### config.mk
export PLATFORM = sky130hd
export DESIGN_NAME = fpulse_ser_master
export DESIGN_NICKNAME = d
export VERILOG_FILES = /design/src/rtl/fpulse_pkg.sv /design/src/rtl/fpulse_ctrl.sv /design/src/rtl/fpulse_datapath.sv /design/src/rtl/fpulse_ser_master.sv
export SDC_FILE = /design/constraint.sdc
export NUM_CORES = 1
export LEC_CHECK = 0
export ABC_CLOCK_PERIOD_IN_PS = 4300
export BUFFER_PORTS_ARGS = -buffer_cell sky130_fd_sc_hd__clkbuf_2
export CAP_MARGIN = 20
export CORE_ASPECT_RATIO = 1.25
export CORE_MARGIN = 2
export CORE_UTILIZATION = 40
export DETAILED_ROUTE_END_ITERATION = 7
export GPL_ROUTABILITY_DRIVEN = 0
export GPL_TIMING_DRIVEN = 0
export SLEW_MARGIN = 20
export SYNTH_ARGS = -nofsm -noshare
export SYNTH_HDL_FRONTEND = slang
export SYNTH_SLANG_ARGS = --single-unit
### constraint.sdc
create_clock -name clk -period 4.3 [get_ports clk]
set_clock_uncertainty 0.15 [all_clocks]
set_input_delay 0.43 -clock clk [delete_from_list [all_inputs] [get_ports clk]]
set_output_delay 0.43 -clock clk [all_outputs]
set_load 0.01 [all_outputs]
### src/rtl/fpulse_pkg.sv
package fpulse_pkg;

  // Strobes from the sequencer to the datapath, each valid for one clk.
  typedef struct packed {
    logic loadHold;   // capture offered word into the holding register
    logic startWord;  // move held word into the transmit shifter
    logic shiftTx;    // advance transmit shifter by one bit
    logic sampleRx;   // shift the receive bit in
    logic finishRx;   // this sample completes the word
  } fpStrobes_t;

endpackage

### src/rtl/fpulse_ctrl.sv
module fpulse_ctrl
  import fpulse_pkg::*;
#(
  parameter int MAX_WIDTH = 16,
  parameter int MIN_WIDTH = 4,
  parameter int DIV_W     = 8,
  localparam int CNT_W    = $clog2(MAX_WIDTH + 1)
) (
  input  logic             clk,
  input  logic             rstN,
  input  logic [CNT_W-1:0] cfgWordLen,
  input  logic [DIV_W-1:0] cfgClkDiv,
  input  logic             txValid,
  output logic             txReady,
  output logic             sclk,
  output logic             frame,
  output logic             txOe,
  output logic [CNT_W-1:0] lenEff,
  output fpStrobes_t       str
);

  localparam logic [CNT_W-1:0] LEN_MIN = CNT_W'(MIN_WIDTH);
  localparam logic [CNT_W-1:0] LEN_MAX = CNT_W'(MAX_WIDTH);
  localparam logic [CNT_W-1:0] ONE     = CNT_W'(1);

  logic             active;
  logic             pend;
  logic             driving;
  logic [CNT_W-1:0] dataLeft;
  logic [DIV_W-1:0] halfCnt;
  logic [DIV_W-1:0] divEff;
  logic             halfDone;
  logic             riseEv;
  logic             fallEv;
  logic             nextDriving;
  logic [CNT_W-1:0] nextLeft;
  logic             frameNow;
  logic             goOn;

  // Effective configuration
  always_comb begin
    if (cfgWordLen < LEN_MIN)      lenEff = LEN_MIN;
    else if (cfgWordLen > LEN_MAX) lenEff = LEN_MAX;
    else                           lenEff = cfgWordLen;
  end

  assign divEff   = (cfgClkDiv == '0) ? DIV_W'(1) : cfgClkDiv;
  assign halfDone = (halfCnt == divEff - 1'b1);
  assign riseEv   = active ? (halfDone && !sclk) : txValid;
  assign fallEv   = active && halfDone && sclk;

  // What the serial period opened by the next rising edge will carry
  always_comb begin
    nextDriving = 1'b0;
    nextLeft    = '0;
    if (pend) begin
      nextDriving = 1'b1;
      nextLeft    = lenEff;
    end else if (driving && dataLeft > ONE) begin
      nextDriving = 1'b1;
      nextLeft    = dataLeft - ONE;
    end
    frameNow = txValid && (!nextDriving || nextLeft == ONE);
    goOn     = nextDriving || frameNow;
  end

  assign txReady       = riseEv && frameNow;
  assign txOe          = driving;
  assign str.loadHold  = txReady;
  assign str.startWord = riseEv && pend;
  assign str.shiftTx   = riseEv && !pend && driving && dataLeft > ONE;
  assign str.sampleRx  = fallEv && driving;
  assign str.finishRx  = fallEv && driving && dataLeft == ONE;

  always_ff @(posedge clk) begin
    if (!rstN) begin
      active   <= 1'b0;
      pend     <= 1'b0;
      driving  <= 1'b0;
      dataLeft <= '0;
      halfCnt  <= '0;
      sclk     <= 1'b0;
      frame    <= 1'b0;
    end else begin
      if (!active || halfDone) halfCnt <= '0;
      else                     halfCnt <= halfCnt + 1'b1;
      if (riseEv) begin
        active   <= goOn;
        sclk     <= goOn;
        frame    <= frameNow;
        driving  <= nextDriving;
        dataLeft <= nextLeft;
        pend     <= frameNow;
      end else if (fallEv) begin
        sclk <= 1'b0;
      end
    end
  end

  AST_IDLE_QUIET: assert property (@(posedge clk) disable iff (!rstN)
    !active |-> (!sclk && !frame && !driving));
  AST_ACCEPT_FRAME: assert property (@(posedge clk) disable iff (!rstN)
    (txValid && txReady) |=> (frame && sclk));
  AST_FRAME_ON_RISE: assert property (@(posedge clk) disable iff (!rstN)
    $rose(frame) |-> $rose(sclk));
  AST_OE_ON_RISE: assert property (@(posedge clk) disable iff (!rstN)
    $rose(driving) |-> $rose(sclk));

endmodule

### src/rtl/fpulse_datapath.sv
module fpulse_datapath
  import fpulse_pkg::*;
#(
  parameter int MAX_WIDTH = 16,
  parameter int MIN_WIDTH = 4,
  localparam int CNT_W    = $clog2(MAX_WIDTH + 1)
) (
  input  logic                 clk,
  input  logic                 rstN,
  input  fpStrobes_t           str,
  input  logic [CNT_W-1:0]     lenEff,
  input  logic [MAX_WIDTH-1:0] txData,
  output logic                 txBit,
  input  logic                 rxd,
  input  logic                 rxReady,
  output logic                 rxValid,
  output logic [MAX_WIDTH-1:0] rxData
);

  localparam logic [CNT_W-1:0] LEN_MAX = CNT_W'(MAX_WIDTH);

  logic [MAX_WIDTH-1:0] holdReg;
  logic [MAX_WIDTH-1:0] txSh;
  logic [MAX_WIDTH-1:0] rxSh;
  logic [MAX_WIDTH-1:0] rxMask;
  logic [CNT_W-1:0]     lenReg;
  logic                 rxDonePend;

  assign txBit  = txSh[MAX_WIDTH-1];
  assign rxMask = ~({MAX_WIDTH{1'b1}} << lenReg);

  always_ff @(posedge clk) begin
    if (!rstN) begin
      holdReg    <= '0;
      txSh       <= '0;
      rxSh       <= '0;
      lenReg     <= CNT_W'(MIN_WIDTH);
      rxDonePend <= 1'b0;
      rxValid    <= 1'b0;
      rxData     <= '0;
    end else begin
      if (str.loadHold) holdReg <= txData;
      if (str.startWord) begin
        txSh   <= holdReg << (LEN_MAX - lenEff);
        lenReg <= lenEff;
      end else if (str.shiftTx) begin
        txSh <= txSh << 1;
      end
      if (str.sampleRx) rxSh <= {rxSh[MAX_WIDTH-2:0], rxd};
      rxDonePend <= str.finishRx;
      if (rxDonePend) begin
        rxValid <= 1'b1;
        rxData  <= rxSh & rxMask;
      end else if (rxReady) begin
        rxValid <= 1'b0;
      end
    end
  end

  AST_RX_AFTER_LSB: assert property (@(posedge clk) disable iff (!rstN)
    str.finishRx |=> ##1 rxValid);
  AST_RX_HELD: assert property (@(posedge clk) disable iff (!rstN)
    (rxValid && !rxReady && !rxDonePend) |=> (rxValid && $stable(rxData)));

endmodule

### src/rtl/fpulse_ser_master.sv
module fpulse_ser_master
  import fpulse_pkg::*;
#(
  parameter int MAX_WIDTH = 16,
  parameter int MIN_WIDTH = 4,
  parameter int DIV_W     = 8,
  localparam int CNT_W    = $clog2(MAX_WIDTH + 1)
) (
  input  logic                 clk,
  input  logic                 rstN,
  input  logic [CNT_W-1:0]     cfgWordLen,
  input  logic [DIV_W-1:0]     cfgClkDiv,
  input  logic [MAX_WIDTH-1:0] txData,
  input  logic                 txValid,
  output logic                 txReady,
  output logic [MAX_WIDTH-1:0] rxData,
  output logic                 rxValid,
  input  logic                 rxReady,
  output logic                 sclk,
  output logic                 frame,
  output logic                 txd,
  output logic                 txOe,
  input  logic                 rxd
);

  fpStrobes_t       str;
  logic [CNT_W-1:0] lenEff;
  logic             txBit;

  fpulse_ctrl #(
    .MAX_WIDTH(MAX_WIDTH), .MIN_WIDTH(MIN_WIDTH), .DIV_W(DIV_W)
  ) i_ctrl (
    .clk(clk), .rstN(rstN), .cfgWordLen(cfgWordLen), .cfgClkDiv(cfgClkDiv),
    .txValid(txValid), .txReady(txReady), .sclk(sclk), .frame(frame),
    .txOe(txOe), .lenEff(lenEff), .str(str)
  );

  fpulse_datapath #(
    .MAX_WIDTH(MAX_WIDTH), .MIN_WIDTH(MIN_WIDTH)
  ) i_dp (
    .clk(clk), .rstN(rstN), .str(str), .lenEff(lenEff), .txData(txData),
    .txBit(txBit), .rxd(rxd), .rxReady(rxReady), .rxValid(rxValid),
    .rxData(rxData)
  );

  // Line is parked low whenever the enable is off
  assign txd = txOe & txBit;

  AST_TXD_ON_RISE: assert property (@(posedge clk) disable iff (!rstN)
    $fell(sclk) |-> $stable(txd));

endmodule

==> metrics.cfg <==
[outcome]
status=complete, no violations

[layout]
fill_cells=1277
final_area_um2=5820
diodes=0
layout-drive-gt1-share_pct=14.9
nNetsFinal=704
final_common_cell=nand2_1
fin_util_pct=47.4
layout_common_cells=nand2_1, dfxtp_1, mux2i_1, clkbuf_2, clkbuf_1
instances_no_fill=834
multiInputGateArea_um2=3070
area_growth_pct=15.0
register_area_um2=1760

[clock_network]
cts_root_buffer=clkbuf_16
htreeDepth=3
cts_max_path_buffers=2
post_cts_buffers=0
cts_tree=done
numCtsBuffers=9
clk_latency_ps=350
cts_sinks=88
clk_pin_slew_ps=70
post_cts_resized=0
postCtsHoldBufs=0

[critical_path]
critPathSlowestCell=nor4_1
crit_type=in2out
cp.arrival_ps=3260
crit_top_cell=clkbuf_2
r2r_start=i_ctrl.halfCnt[0]
slowest_delay_ps=440
reg2reg_to=i_dp.rxSh[11]
r2r_setup_slack_ps=1610
critPathMaxFanout=10
worstRegToRegCells=7
cp-end-kind=primary output
crit_chain=clkbuf_2 -> nor4_1 -> a21oi_1 -> ha_1 -> xor2_1 -> nand2b_1 -> nor4b_2 -> nor2_4 -> o32ai_2 -> buf_6 -> buf_12 -> clkbuf_2
cp.required_ps=3720
crit_path_start_kind=input pin
crit_buf_inv=4
crit_family=simple AND/OR/NAND/NOR gates

[yosys]
synth_nets=639
synthCells=600
synth_simple_gate_area_share_pct=22.2
yosysWarnings=0
synth_adder_area_share_pct=1.24
synth_seq_cells=88
synth_edf_count=0
synth.distinct_cells=75
synth_top_family_by_area=simple AND/OR/NAND/NOR gates
synth_top_cell_area_share_pct=34.8
ys.flop_type=dfxtp_1
synth_area_per_cell_um2=8.44
ys_seq_area_share_pct=34.8
synthArstFlopShare_pct=0
yosysTopAreaCell=dfxtp_1
yosys.area_share.xor_xnor_pct=2.42
synthTopCellsByArea=dfxtp_1, mux2i_1, nand2_1
synth.mux.area_fraction_pct=13.1
syn-cell-area_um2=5060
synth_compound_area_share_pct=21.7

[sta]
finalCritPeriodShare_pct=89.2
slew_violations=0
final.setup.tns_ps=0
hold_ws_ps=151
max_freq_mhz=261
post-route-min-period_ps=3840
tightest_slew_ps=688
timing.final.ws_setup_ps=465
hold_viol_final=0
setup_violations=0
slew_headroom_pct=53.9
rsz0062_at_grt=false

[global_route]
overflow=0
grt_max_degree=18
antenna_found_initial=0
grt_usage_pct=20.1
grt_pass1_wl_um=22000
grt_pass1_vias=4377

[pwr]
peakVddDrop_v=0.000208
power_mw=1.90
p_sw_mw=0.559
p_int_mw=1.34
netSwitchingFraction_pct=29.4
powerDensity_nw_per_um2=327
clkPwrFrac_pct=40.3
pwr-share-seq_pct=45.0
p_leak_nw=2.15
p_comb_share_pct=14.7

[hold_path]
min_to=i_dp.holdReg[0]
hold_class=in2reg
hold_path_depth=3
min-delay-start=txData[0]

[route]
final_antenna_net_count=0
dr.pass1.iters=5
post_drt_via_cell_ratio=5.62
drc=0
drtIter0Drc=268
wl_per_cell_um=16.5
drt-total-wl_um=13700
vias=4683

[placement]
postPlaceCellArea_um2=5540
io_buffers=54
dpl.cell_count=818
pre_cts_ws_ps=290
hpwl_um=10300

[die]
die-area_um2=13600
die_x_um=105
die-height_um=130
start_util_pct=41.3
num_io_pins=56
num_rows=45
core_um2=12300

[run]
maxCapViolations=0

worst reg2reg max path: cells and delay by family, from the launching register on:
family / cells / cell delay [ps]
AND/OR/NAND/NOR: 4 / 1350
flip-flops: 1 / 500
XOR/XNOR: 1 / 210
buffers and inverters: 1 / 230
multiplexers: 1 / 190
Yosys cell counts (11+ instances only):
library cell  count
nor2_1           27
nand3_1          13
nand2_1         116
a22oi_1          11
clkbuf_1         33
dfxtp_1          88
o21ai_0          26
mux2i_1          54
a21oi_1          27
inv_1            11
nand2b_1         19
a211oi_1         15
per-layer routing:
layer  global-route usage (%)  share of wire, %
met2                     37.0                50
met3                     3.20               4.2
met4                     8.08               3.1
met1                     23.4                43
met5                        0                 0
worst max path at each step:
| stage | start | end | slack [ps] | cells past startpoint |
|---|---|---|---|---|
| 6_report | cfgClkDiv[2] | txReady | 460 | 12 |
| 5_1_grt | cfgClkDiv[3] | txReady | 280 | 12 |
| 4_1_cts | cfgClkDiv[2] | txReady | 460 | 12 |
| 3_5_place_dp | cfgWordLen[4] | i_dp.txSh[6] | 290 | 12 |
| 3_3_place_gp | cfgWordLen[4] | i_dp.txSh[6] | 360 | 12 |
| 2_1_floorplan | cfgClkDiv[3] | txReady | 1110 | 10 |
flip-flops by register name (all words and copies together) (netlist names), 5 cells and up:
name,count
i_dp.lenReg,5
i_ctrl.halfCnt,8
i_ctrl.dataLeft,5
i_dp.rxSh,16
i_dp.rxData,16
i_dp.txSh,16
i_dp.holdReg,16
final cells by class:
type,count,area share [%]
clock buffer,9,3.87
multi-input combinational,461,52.8
clock inverter,7,1.01
tap,164,3.52
buffer,38,3.12
sequential,88,30.3
inverter,13,0.838
timing repair buffer,54,4.64
power by group through the flow:
stage	sequential [mW]	clock (mW)	combinational, mW
global placement	0.873	0	0.272
detailed placement	0.874	0	0.276
floorplan	0.868	0	0.194
CTS	0.855	0.783	0.278
global route	0.857	0.815	0.305
finish	0.855	0.767	0.280
cells by family (layout without fill, tap and decap cells):
family	count (synthesis)	after routing
AOI/OAI and AO/OA	150	150
xor gates and xnor gates	14	14
muxes	61	61
and+or+nand+nor	231	231
adders and majority gates	5	5
buffers and inverters	51	121
DFF	88	88
No activity file was read; power rests on OpenSTA's default activity.
